$ cat src/rtl/async_char_rx_pkg.sv
package async_char_rx_pkg;

    localparam int CHAR_BITS = 8;
    localparam int IDX_W     = $clog2(CHAR_BITS);

    typedef enum logic [2:0] {
        RX_WAIT_HIGH = 3'd0,
        RX_IDLE      = 3'd1,
        RX_START     = 3'd2,
        RX_DATA      = 3'd3,
        RX_STOP      = 3'd4
    } rx_state_e;

    typedef struct packed {
        logic [CHAR_BITS-1:0] data;
        logic                 ferr;
    } rx_result_t;

    // Insert one sampled bit into the assembly register for the chosen order.
    function automatic logic [CHAR_BITS-1:0] put_bit(
        input logic [CHAR_BITS-1:0] acc,
        input logic                 b,
        input logic                 lsb_order
    );
        if (lsb_order)
            return {b, acc[CHAR_BITS-1:1]};
        else
            return {acc[CHAR_BITS-2:0], b};
    endfunction

endpackage

$ cat src/rtl/rx_line_sync.sv
module rx_line_sync #(
    parameter int STAGES = 2
) (
    input  logic clk,
    input  logic rst,
    input  logic line_async,
    output logic line_sync
);
    logic [STAGES-1:0] pipe;

    // Resets to 0 so that a line held low from reset never looks like rest level.
    always_ff @(posedge clk) begin
        if (rst)
            pipe <= '0;
        else
            pipe <= {pipe[STAGES-2:0], line_async};
    end

    assign line_sync = pipe[STAGES-1];
endmodule

$ cat src/rtl/rx_tick_gen.sv
module rx_tick_gen #(
    parameter int CLKS_PER_TICK = 68
) (
    input  logic clk,
    input  logic rst,
    output logic tick
);
    generate
        if (CLKS_PER_TICK <= 1) begin : g_every_cycle
            assign tick = 1'b1;
        end else begin : g_divider
            localparam int DW = $clog2(CLKS_PER_TICK);
            localparam logic [DW-1:0] LAST = DW'(CLKS_PER_TICK - 1);
            logic [DW-1:0] div_q;

            always_ff @(posedge clk) begin
                if (rst)
                    div_q <= '0;
                else if (div_q == LAST)
                    div_q <= '0;
                else
                    div_q <= div_q + 1'b1;
            end

            assign tick = (div_q == LAST);
        end
    endgenerate
endmodule

$ cat src/rtl/rx_frame_fsm.sv
module rx_frame_fsm
    import async_char_rx_pkg::*;
#(
    parameter int OVERSAMPLE = 16
) (
    input  logic                 clk,
    input  logic                 rst,
    input  logic                 tick,
    input  logic                 line,
    input  logic                 lsb_first,
    output logic                 valid,
    output rx_result_t           result
);
    localparam int CNT_W = $clog2(OVERSAMPLE);
    localparam logic [CNT_W-1:0] MID  = CNT_W'(OVERSAMPLE / 2 - 1);
    localparam logic [CNT_W-1:0] LAST = CNT_W'(OVERSAMPLE - 1);
    localparam logic [IDX_W-1:0] LAST_IDX = IDX_W'(CHAR_BITS - 1);

    rx_state_e            state;
    logic [CNT_W-1:0]     cnt;
    logic [IDX_W-1:0]     idx;
    logic [CHAR_BITS-1:0] acc;
    logic                 order_q;

    always_ff @(posedge clk) begin
        if (rst) begin
            state   <= RX_WAIT_HIGH;
            cnt     <= '0;
            idx     <= '0;
            acc     <= '0;
            order_q <= 1'b0;
            valid   <= 1'b0;
            result  <= '0;
        end else begin
            valid       <= 1'b0;
            result.ferr <= 1'b0;
            if (tick) begin
                unique case (state)
                    RX_WAIT_HIGH: begin
                        if (line) state <= RX_IDLE;
                    end
                    RX_IDLE: begin
                        if (!line) begin
                            state   <= RX_START;
                            cnt     <= '0;
                            order_q <= lsb_first;
                        end
                    end
                    RX_START: begin
                        if (cnt == MID) begin
                            if (line) begin
                                state <= RX_IDLE;
                            end else begin
                                state <= RX_DATA;
                                cnt   <= '0;
                                idx   <= '0;
                            end
                        end else begin
                            cnt <= cnt + 1'b1;
                        end
                    end
                    RX_DATA: begin
                        if (cnt == LAST) begin
                            acc <= put_bit(acc, line, order_q);
                            cnt <= '0;
                            if (idx == LAST_IDX)
                                state <= RX_STOP;
                            else
                                idx <= idx + 1'b1;
                        end else begin
                            cnt <= cnt + 1'b1;
                        end
                    end
                    RX_STOP: begin
                        if (cnt == LAST) begin
                            valid       <= 1'b1;
                            result.data <= acc;
                            result.ferr <= !line;
                            state       <= line ? RX_IDLE : RX_WAIT_HIGH;
                            cnt         <= '0;
                        end else begin
                            cnt <= cnt + 1'b1;
                        end
                    end
                    default: state <= RX_WAIT_HIGH;
                endcase
            end
        end
    end


    start_entry_chk: assert property (@(posedge clk) disable iff (rst)
        (state == RX_START && $past(state) != RX_START)
            |-> ($past(state) == RX_IDLE && !$past(line)));


    glitch_abort_chk: assert property (@(posedge clk) disable iff (rst)
        (state == RX_IDLE && $past(state) == RX_START) |-> $past(line));


    bit_count_chk: assert property (@(posedge clk) disable iff (rst)
        (state == RX_STOP && $past(state) != RX_STOP) |-> ($past(idx) == LAST_IDX));


    ferr_rearm_chk: assert property (@(posedge clk) disable iff (rst)
        (valid && result.ferr) |-> (state == RX_WAIT_HIGH));
endmodule

$ cat src/rtl/async_char_rx.sv
module async_char_rx
    import async_char_rx_pkg::*;
#(
    parameter int CLKS_PER_TICK = 68,
    parameter int OVERSAMPLE    = 16,
    parameter int SYNC_STAGES   = 2
) (
    input  logic                 clk,
    input  logic                 rst,
    input  logic                 rx_line,
    input  logic                 lsb_first,
    output logic                 rx_valid,
    output logic [CHAR_BITS-1:0] rx_data,
    output logic                 rx_ferr
);
    logic       line_s;
    logic       tick;
    rx_result_t res;

    rx_line_sync #(.STAGES(SYNC_STAGES)) u_sync (
        .clk        (clk),
        .rst        (rst),
        .line_async (rx_line),
        .line_sync  (line_s)
    );

    rx_tick_gen #(.CLKS_PER_TICK(CLKS_PER_TICK)) u_tick (
        .clk  (clk),
        .rst  (rst),
        .tick (tick)
    );

    rx_frame_fsm #(.OVERSAMPLE(OVERSAMPLE)) u_fsm (
        .clk       (clk),
        .rst       (rst),
        .tick      (tick),
        .line      (line_s),
        .lsb_first (lsb_first),
        .valid     (rx_valid),
        .result    (res)
    );

    assign rx_data = res.data;
    assign rx_ferr = res.ferr;


    valid_pulse_chk: assert property (@(posedge clk) disable iff (rst)
        rx_valid |=> !rx_valid);


    data_hold_chk: assert property (@(posedge clk) disable iff (rst)
        !rx_valid |-> $stable(rx_data));


    ferr_with_valid_chk: assert property (@(posedge clk) disable iff (rst)
        rx_ferr |-> rx_valid);
endmodule

$ cat config.mk
export PLATFORM = sky130hd
export DESIGN_NAME = async_char_rx
export DESIGN_NICKNAME = d
export VERILOG_FILES = /design/src/rtl/async_char_rx_pkg.sv /design/src/rtl/rx_line_sync.sv /design/src/rtl/rx_tick_gen.sv /design/src/rtl/rx_frame_fsm.sv /design/src/rtl/async_char_rx.sv
export SDC_FILE = /design/constraint.sdc
export NUM_CORES = 1
export LEC_CHECK = 0
export BUFFER_PORTS_ARGS = -buffer_cell sky130_fd_sc_hd__buf_4
export CORE_MARGIN = 2
export CORE_UTILIZATION = 55
export CTS_BUF_LIST = sky130_fd_sc_hd__clkbuf_8
export DETAILED_ROUTE_END_ITERATION = 12
export PLACE_DENSITY = 0.71
export SLEW_MARGIN = 20
export SYNTH_ARGS = -nofsm -noshare
export SYNTH_HDL_FRONTEND = slang
export SYNTH_HIERARCHICAL = 1
export SYNTH_SLANG_ARGS = --single-unit
$ cat constraint.sdc
create_clock -name clk -period 3.5 [get_ports clk]
set_clock_uncertainty 0.05 [all_clocks]
set_input_delay 0.35 -clock clk [delete_from_list [all_inputs] [get_ports clk]]
set_output_delay 0.35 -clock clk [all_outputs]
set_load 0.005 [all_outputs]
==> flow_summary.toml, run 1 <==
[critical_path]
path_buf_inv = 0
cpPeakStageDelay_ns = 0.49
worstSetupStartpointType = "flip-flop"
required_ns = 3.65
cp_max_fo = 16
cp_top_family = "simple AND/OR/NAND/NOR gates"
path_common_cell = "nor2_1"
worstSetupPathType = "flip-flop to flip-flop"
critPathSlowestCell = "or4b_4"
path_cells = "ha_1, or4b_4, nor2_1, nand4_2, nor2_4, nor2_1, a211oi_1"
worstSetupEndpointType = "flip-flop"
ff2ff_path_depth = 7
arrival_ns = 2.89
crit_cells = 7

[logic_synthesis]
postSynthNetCount = 216
syn_inst = 208
synth_compound_area_share_pct = 19.3
yosys_warnings = 6
synth_xor_area_share_pct = 2.24
synth-adder-area-share_pct = 2.56
synth.distinct_cells = 53
synth_edf_count = 0
ys_ff_latch = 38
synthMuxAreaShare_pct = 8.71
synth_area_leader_cell = "dfxtp_1"
synth_top_family_by_area = "simple AND/OR/NAND/NOR gates"
synth_top_area_share_pct = 38.9
syn_avg_cell_area_um2 = 9.40
synthArstFlopShare_pct = 0
yosys-top-cells-area = "dfxtp_1 (39%), mux2i_1 (8.7%), nor2_1 (5.2%)"
ys.flop_type = "dfxtp_1"
synthSimpleGateAreaFrac_pct = 22.2
synth_area_um2 = 1950
synth_seq_area_share_pct = 38.9

[clock_tree]
clkTransAtPathRegs_ns = 0.07
clock_sinks = 38
insertion_delay_ns = 0.29
cts_setup_buffers = 0
cts.repair.resized = 0
tritoncts = "built"
cts_max_level = 2
cts_buffer_depth = 2
root_buffer = "clkbuf_8"
numCtsBuffers = 5
hold_buffers = 0

[drt]
drtAntennaViolNets = 0
firstDrtPassIters = 4
wl_mm = 3.74
wl_per_cell_um = 14.4
drt_iter0_drc = 103
route.vias.total = 1541
viasPerCell = 5.93
drc = 0

[timing]
worst_slew_pin_slew_ns = 0.739
slew_violations = 0
whs_ns = 0.220
setup-violations-final = 0
relSlewSlack_pct = 50.6
post-route-period-util_pct = 78.2
fmax_ghz = 0.365
setup_tns_ns = 0
grt_setup_unrepaired = "false"
hold_viol_final = 0
min_period_ns = 2.74

[placed_design]
hpwl_mm = 2.60
placed_cells = 252
gp_congestion = 0.862
portBuffers = 13
dpl_cell_area_um2 = 2020

[floorplanning]
floorplan.initialDensity_pct = 58.1
core_area_um2 = 3360
die_area_um2 = 4050
die_x_um = 63.6
die_h_um = 63.6
io_pins = 14
rows = 21

[layout]
synthToLayoutAreaGrowth_pct = 7.87
final_cells = 260
final_nets = 221
drive_above_1_share_pct = 15.4
n_antenna_cell = 0
fillers = 333
final_area_um2 = 2110

[pwr]
total_power_mw = 0.763
vdd_drop_max_mv = 0.225
intPower_mw = 0.601
p_seq_share_pct = 57.6
clock_power_share_pct = 39.5
cellLeakagePower_nw = 0.745
swShare_pct = 21.3
p_sw_mw = 0.162
power_frac_comb_pct = 2.8
power.density_nw_per_um2 = 362

[outcome]
status = "completed"

[global_route]
gr-total-overflow = 0
grt_pass1_vias = 1371
grt_max_degree = 33
track_usage_pct = 20.2
antenna_found_initial = 0
grt_pass1_wl_mm = 6.38

[hold_path]
hp-class = "input pin to flip-flop"
hold_depth = 2

[job]
max_cap_viol_count = 0
cells by family (layout without fill, tap and decap cells):
kind of cell | after synthesis | count (layout)
simple gates | 71 | 71
mux | 17 | 17
buf+inv | 22 | 28
fa+ha+maj | 4 | 4
flops | 38 | 38
xor+xnor | 5 | 5
compound gates | 51 | 51
cells in the mapped netlist (3+ instances only):
library cell,instances
buf_2,5
nor3_1,3
a211oi_1,8
nor2_1,27
o31ai_1,4
or3_1,6
xor2_1,3
mux2i_1,17
dfxtp_1,38
buf_6,3
nand3_1,8
inv_1,7
a21oi_1,13
o21ai_0,6
ha_1,4
nand2_1,4
nand2b_1,3
clkbuf_1,4
nor2b_1,4
power groups by stage:
| stage | clock network (mW) | logic (mW) | registers (mW) |
|---|---|---|---|
| floorplan | 0 | 0.0166 | 0.448 |
| global placement | 0 | 0.0212 | 0.449 |
| detailed placement | 0 | 0.0220 | 0.450 |
| CTS | 0.315 | 0.0222 | 0.440 |
| global route | 0.333 | 0.0256 | 0.440 |
| finish | 0.302 | 0.0217 | 0.440 |
flip-flops by register name (all words and copies together), names as in the netlist:
register,flops
u_fsm/acc,8
u_fsm/cnt,4
u_fsm/idx,3
u_fsm/order_q,1
u_fsm/result,9
u_fsm/state,3
u_fsm/valid,1
u_sync/pipe,2
u_tick/g_divider.div_q,7
per-stage QoR:
step | util (%) | setup slack, ns
after floorplan | - | 1.07
after global placement | 60.0 | 0.908
after detailed placement | 60.0 | 0.776
after CTS | 62.7 | 0.757
after global routing | 62.7 | 0.524
final | 62.7 | 0.764
final cells by class:
class | instances | area [µm²] | area share [%]
multi-input combinational | 148 | 1070 | 51.0
sequential | 38 | 761 | 36.1
timing repair buffer | 13 | 97.6 | 4.63
clock buffer | 6 | 82.6 | 3.92
tap | 46 | 57.6 | 2.73
inverter | 7 | 26.3 | 1.25
clock inverter | 2 | 8.76 | 0.415
cells in the final DEF (no fill, tap or decap), types with 4 or more instances in the layout:
cell type  count
ha_1           4
or3_1          6
o31ai_1        4
nand3_1        8
o21ai_0        6
a211oi_1       8
a21oi_1       13
clkbuf_8       6
dfxtp_1       38
inv_1          8
nor2_1        27
buf_4         13
nor2b_1        4
mux2i_1       17
nand2_1        4
layer usage:
| metal | wire length, µm | vias up | GRT usage [%] |
|---|---|---|---|
| met2 | 1810 | 43 | 32.5 |
| met5 | 0 | - | 0 |
| met3 | 175 | 10 | 5.89 |
| met1 | 1670 | 720 | 25.1 |
| li1 | - | 768 | - |
| met4 | 79 | 0 | 8.97 |
final timing paths:
| check | slack (ns) | from | end |
|---|---|---|---|
| worst max-delay path | 0.76 | u_tick/g_divider.div_q[0] | u_fsm/acc[3] |
| worst min-delay path | 0.22 | rx_line | u_sync/pipe[0] |
| worst max register to register | 0.76 | u_tick/g_divider.div_q[0] | u_fsm/acc[3] |
| worst min register to register | 0.40 | u_sync/pipe[0] | u_sync/pipe[1] |
(Power assumes the default switching activity.)
==> run 2: changes to the inputs <==
==> constraint.sdc (replaced) <==
create_clock -name clk -period 2.55 [get_ports clk]
set_clock_uncertainty 0.05 [all_clocks]
set_input_delay 0.255 -clock clk [delete_from_list [all_inputs] [get_ports clk]]
set_output_delay 0.255 -clock clk [all_outputs]
set_load 0.005 [all_outputs]
==> run 2 against run 1 <==
Maximum frequency grew 19%. Design area grew 2.8%. Combinational power grew 36%. Cell count grew 1.9%. Global-route usage grew 0.62 points. Sequential share of layout area shrank 0.98 points. Core utilization grew 1.7 points. First-iteration DRC count grew 3.9%. Wire length grew 3.9%. Critical path type unchanged.
==> flow_summary.toml, run 2 (synthesis results as in run 1) <==
[outcome]
status = "completed"

[critical_path]
ff2ff_path_depth = 8
worstSetupEndpointType = "flip-flop"
cpPeakStageDelay_ns = 0.49
worstSetupPathType = "flip-flop to flip-flop"
rr_endpoint = "u_fsm/state[2]"
startpoint = "u_tick/g_divider.div_q[0]"
r2r-start = "u_tick/g_divider.div_q[0]"
arrival_ns = 2.45
path_cells = "ha_1, or4b_4, nor2_1, buf_4, nand4_1, o22ai_1, nand3_1, a221oi_1"
critPathSlowestCell = "or4b_4"
r2r_setup_slack_ns = 0.25
endpoint = "u_fsm/state[2]"
required_ns = 2.69
cp_max_fo = 7
worstSetupStartpointType = "flip-flop"

[global_route]
gr-usage-met2_pct = 35.1
grt_max_degree = 33
gr-total-overflow = 0
grt_pass1_vias = 1480
antenna_found_initial = 0
gr-usage-met1_pct = 25.1
grt_pass1_wl_mm = 6.65
track_usage_pct = 20.9
grt-busiest-layer = "met2"
met3_usage_pct = 5.36

[pwr]
swShare_pct = 22.2
intPower_mw = 0.794
power_frac_comb_pct = 2.9
p_seq_share_pct = 59.1
vdd_drop_max_mv = 0.322
power.density_nw_per_um2 = 471
cellLeakagePower_nw = 0.776
clock_power_share_pct = 38.0
p_sw_mw = 0.227

[layout]
largest-register = "u_fsm/result"
final_cell_mix = "dfxtp_1 (38), nor2_1 (27), buf_4 (18), mux2i_1 (17), a21oi_1 (12)"
drive_above_1_share_pct = 17.8
mostFrequentLayoutCell = "dfxtp_1"
n_antenna_cell = 0
largest_reg_flops = 9
final_nets = 227
reg.largest.list = "u_fsm/result (9), u_fsm/acc (8), u_tick/g_divider.div_q (7)"
synthToLayoutAreaGrowth_pct = 10.9

[floorplanning]
die_area_um2 = 4050
die_h_um = 63.6
io_pins = 14
rows = 21
floorplan.initialDensity_pct = 58.1
core_area_um2 = 3360
die_x_um = 63.6

[timing]
worst_slew_pin_slew_ns = 0.502
whs_ns = 0.127
slew_violations = 0
setup_tns_ns = 0
setup-violations-final = 0
min_period_ns = 2.30
relSlewSlack_pct = 66.5
post-route-period-util_pct = 90.3
fmax_ghz = 0.434
grt_setup_unrepaired = "false"
hold_viol_final = 0

[drt]
drc = 0
viasPerCell = 5.95
route.vias.total = 1577
drt_iter0_drc = 107
drtAntennaViolNets = 0
firstDrtPassIters = 4
wl_per_cell_um = 14.7
wl_mm = 3.88

[clock_tree]
numCtsBuffers = 5
cts_max_level = 2
tritoncts = "built"
clock_sinks = 38
insertion_delay_ns = 0.29
clkTransAtPathRegs_ns = 0.07
cts_buffer_depth = 2
root_buffer = "clkbuf_8"
hold_buffers = 0

[job]
max_cap_viol_count = 0

[hold_path]
hold_depth = 2
hp-class = "input pin to flip-flop"

[placed_design]
hpwl_mm = 2.76
gp_congestion = 0.842
portBuffers = 13
## run 2: changes by cell type in the layout (fill, tap and decap cells not counted), sizes merged
cell      previous run  this run
clkinv               1         0
buf                 13        19
clkbuf               6         5
clkinvlp             0         1
## run 2: metal layers
metal / up-vias / wire length (µm)
met5: - / 0
met1: 763 / 1740
li1: 777 / -
met2: 30 / 1920
met4: 0 / 77
met3: 7 / 145
## run 2: per-stage QoR
step           power [mW]  cells  cell area [µm²]  worst slack [ns]  utilization (%)
4_1_cts              1.03    262             2120            0.0631             63.0
2_1_floorplan       0.638    208             1950             0.123                -
3_3_place_gp        0.646    255             2040             0.217             60.6
6_report             1.02    265             2170             0.247             64.4
5_1_grt              1.06    265             2170            0.0252             64.4
3_5_place_dp        0.647    255             2040             0.110             60.6
## run 2: power by group through the flow
stage / logic (mW) / registers (mW) / clock network (mW)
after floorplan: 0.0227 / 0.615 / 0
after global placement: 0.0288 / 0.617 / 0
after detailed placement: 0.0299 / 0.617 / 0
after CTS: 0.0300 / 0.603 / 0.394
after global routing: 0.0332 / 0.604 / 0.428
final: 0.0296 / 0.603 / 0.387
## run 2: layout make-up
| cell class | instances | area, µm² |
|---|---|---|
| fill | 311 | 1200 |
| multi-input combinational | 148 | 1090 |
| sequential | 38 | 761 |
| timing repair buffer | 19 | 155 |
| clock buffer | 5 | 68.8 |
| tap | 46 | 57.6 |
| inverter | 7 | 26.3 |
| clock inverter | 2 | 11.3 |
## run 2: worst max-delay path: cells and delay by family, from the launching register on
kind                     cells  cell delay (ns)
AO/OA/AOI/OAI                2             0.58
adder cells (fa/ha/maj)      1             0.21
buffers and inverters        1             0.18
flip-flops                   1             0.35
AND/OR/NAND/NOR              4             0.83
## run 2: how the worst min path moves through the flow
stage	slack (ns)	to	start
2_1_floorplan	0.28	u_sync/pipe[0]	rst
3_3_place_gp	0.38	u_tick/g_divider.div_q[0]	u_tick/g_divider.div_q[0]
3_5_place_dp	0.38	u_sync/pipe[1]	u_sync/pipe[0]
4_1_cts	0.13	u_sync/pipe[0]	rx_line
5_1_grt	0.13	u_sync/pipe[0]	rx_line
6_report	0.13	u_sync/pipe[0]	rx_line
## run 2: repair_timing
item | 4_1_cts | 5_1_grt
resized for setup | 0 | 2
setup buffers | 0 | 3
endpoints found under the setup margin | 0 | 9
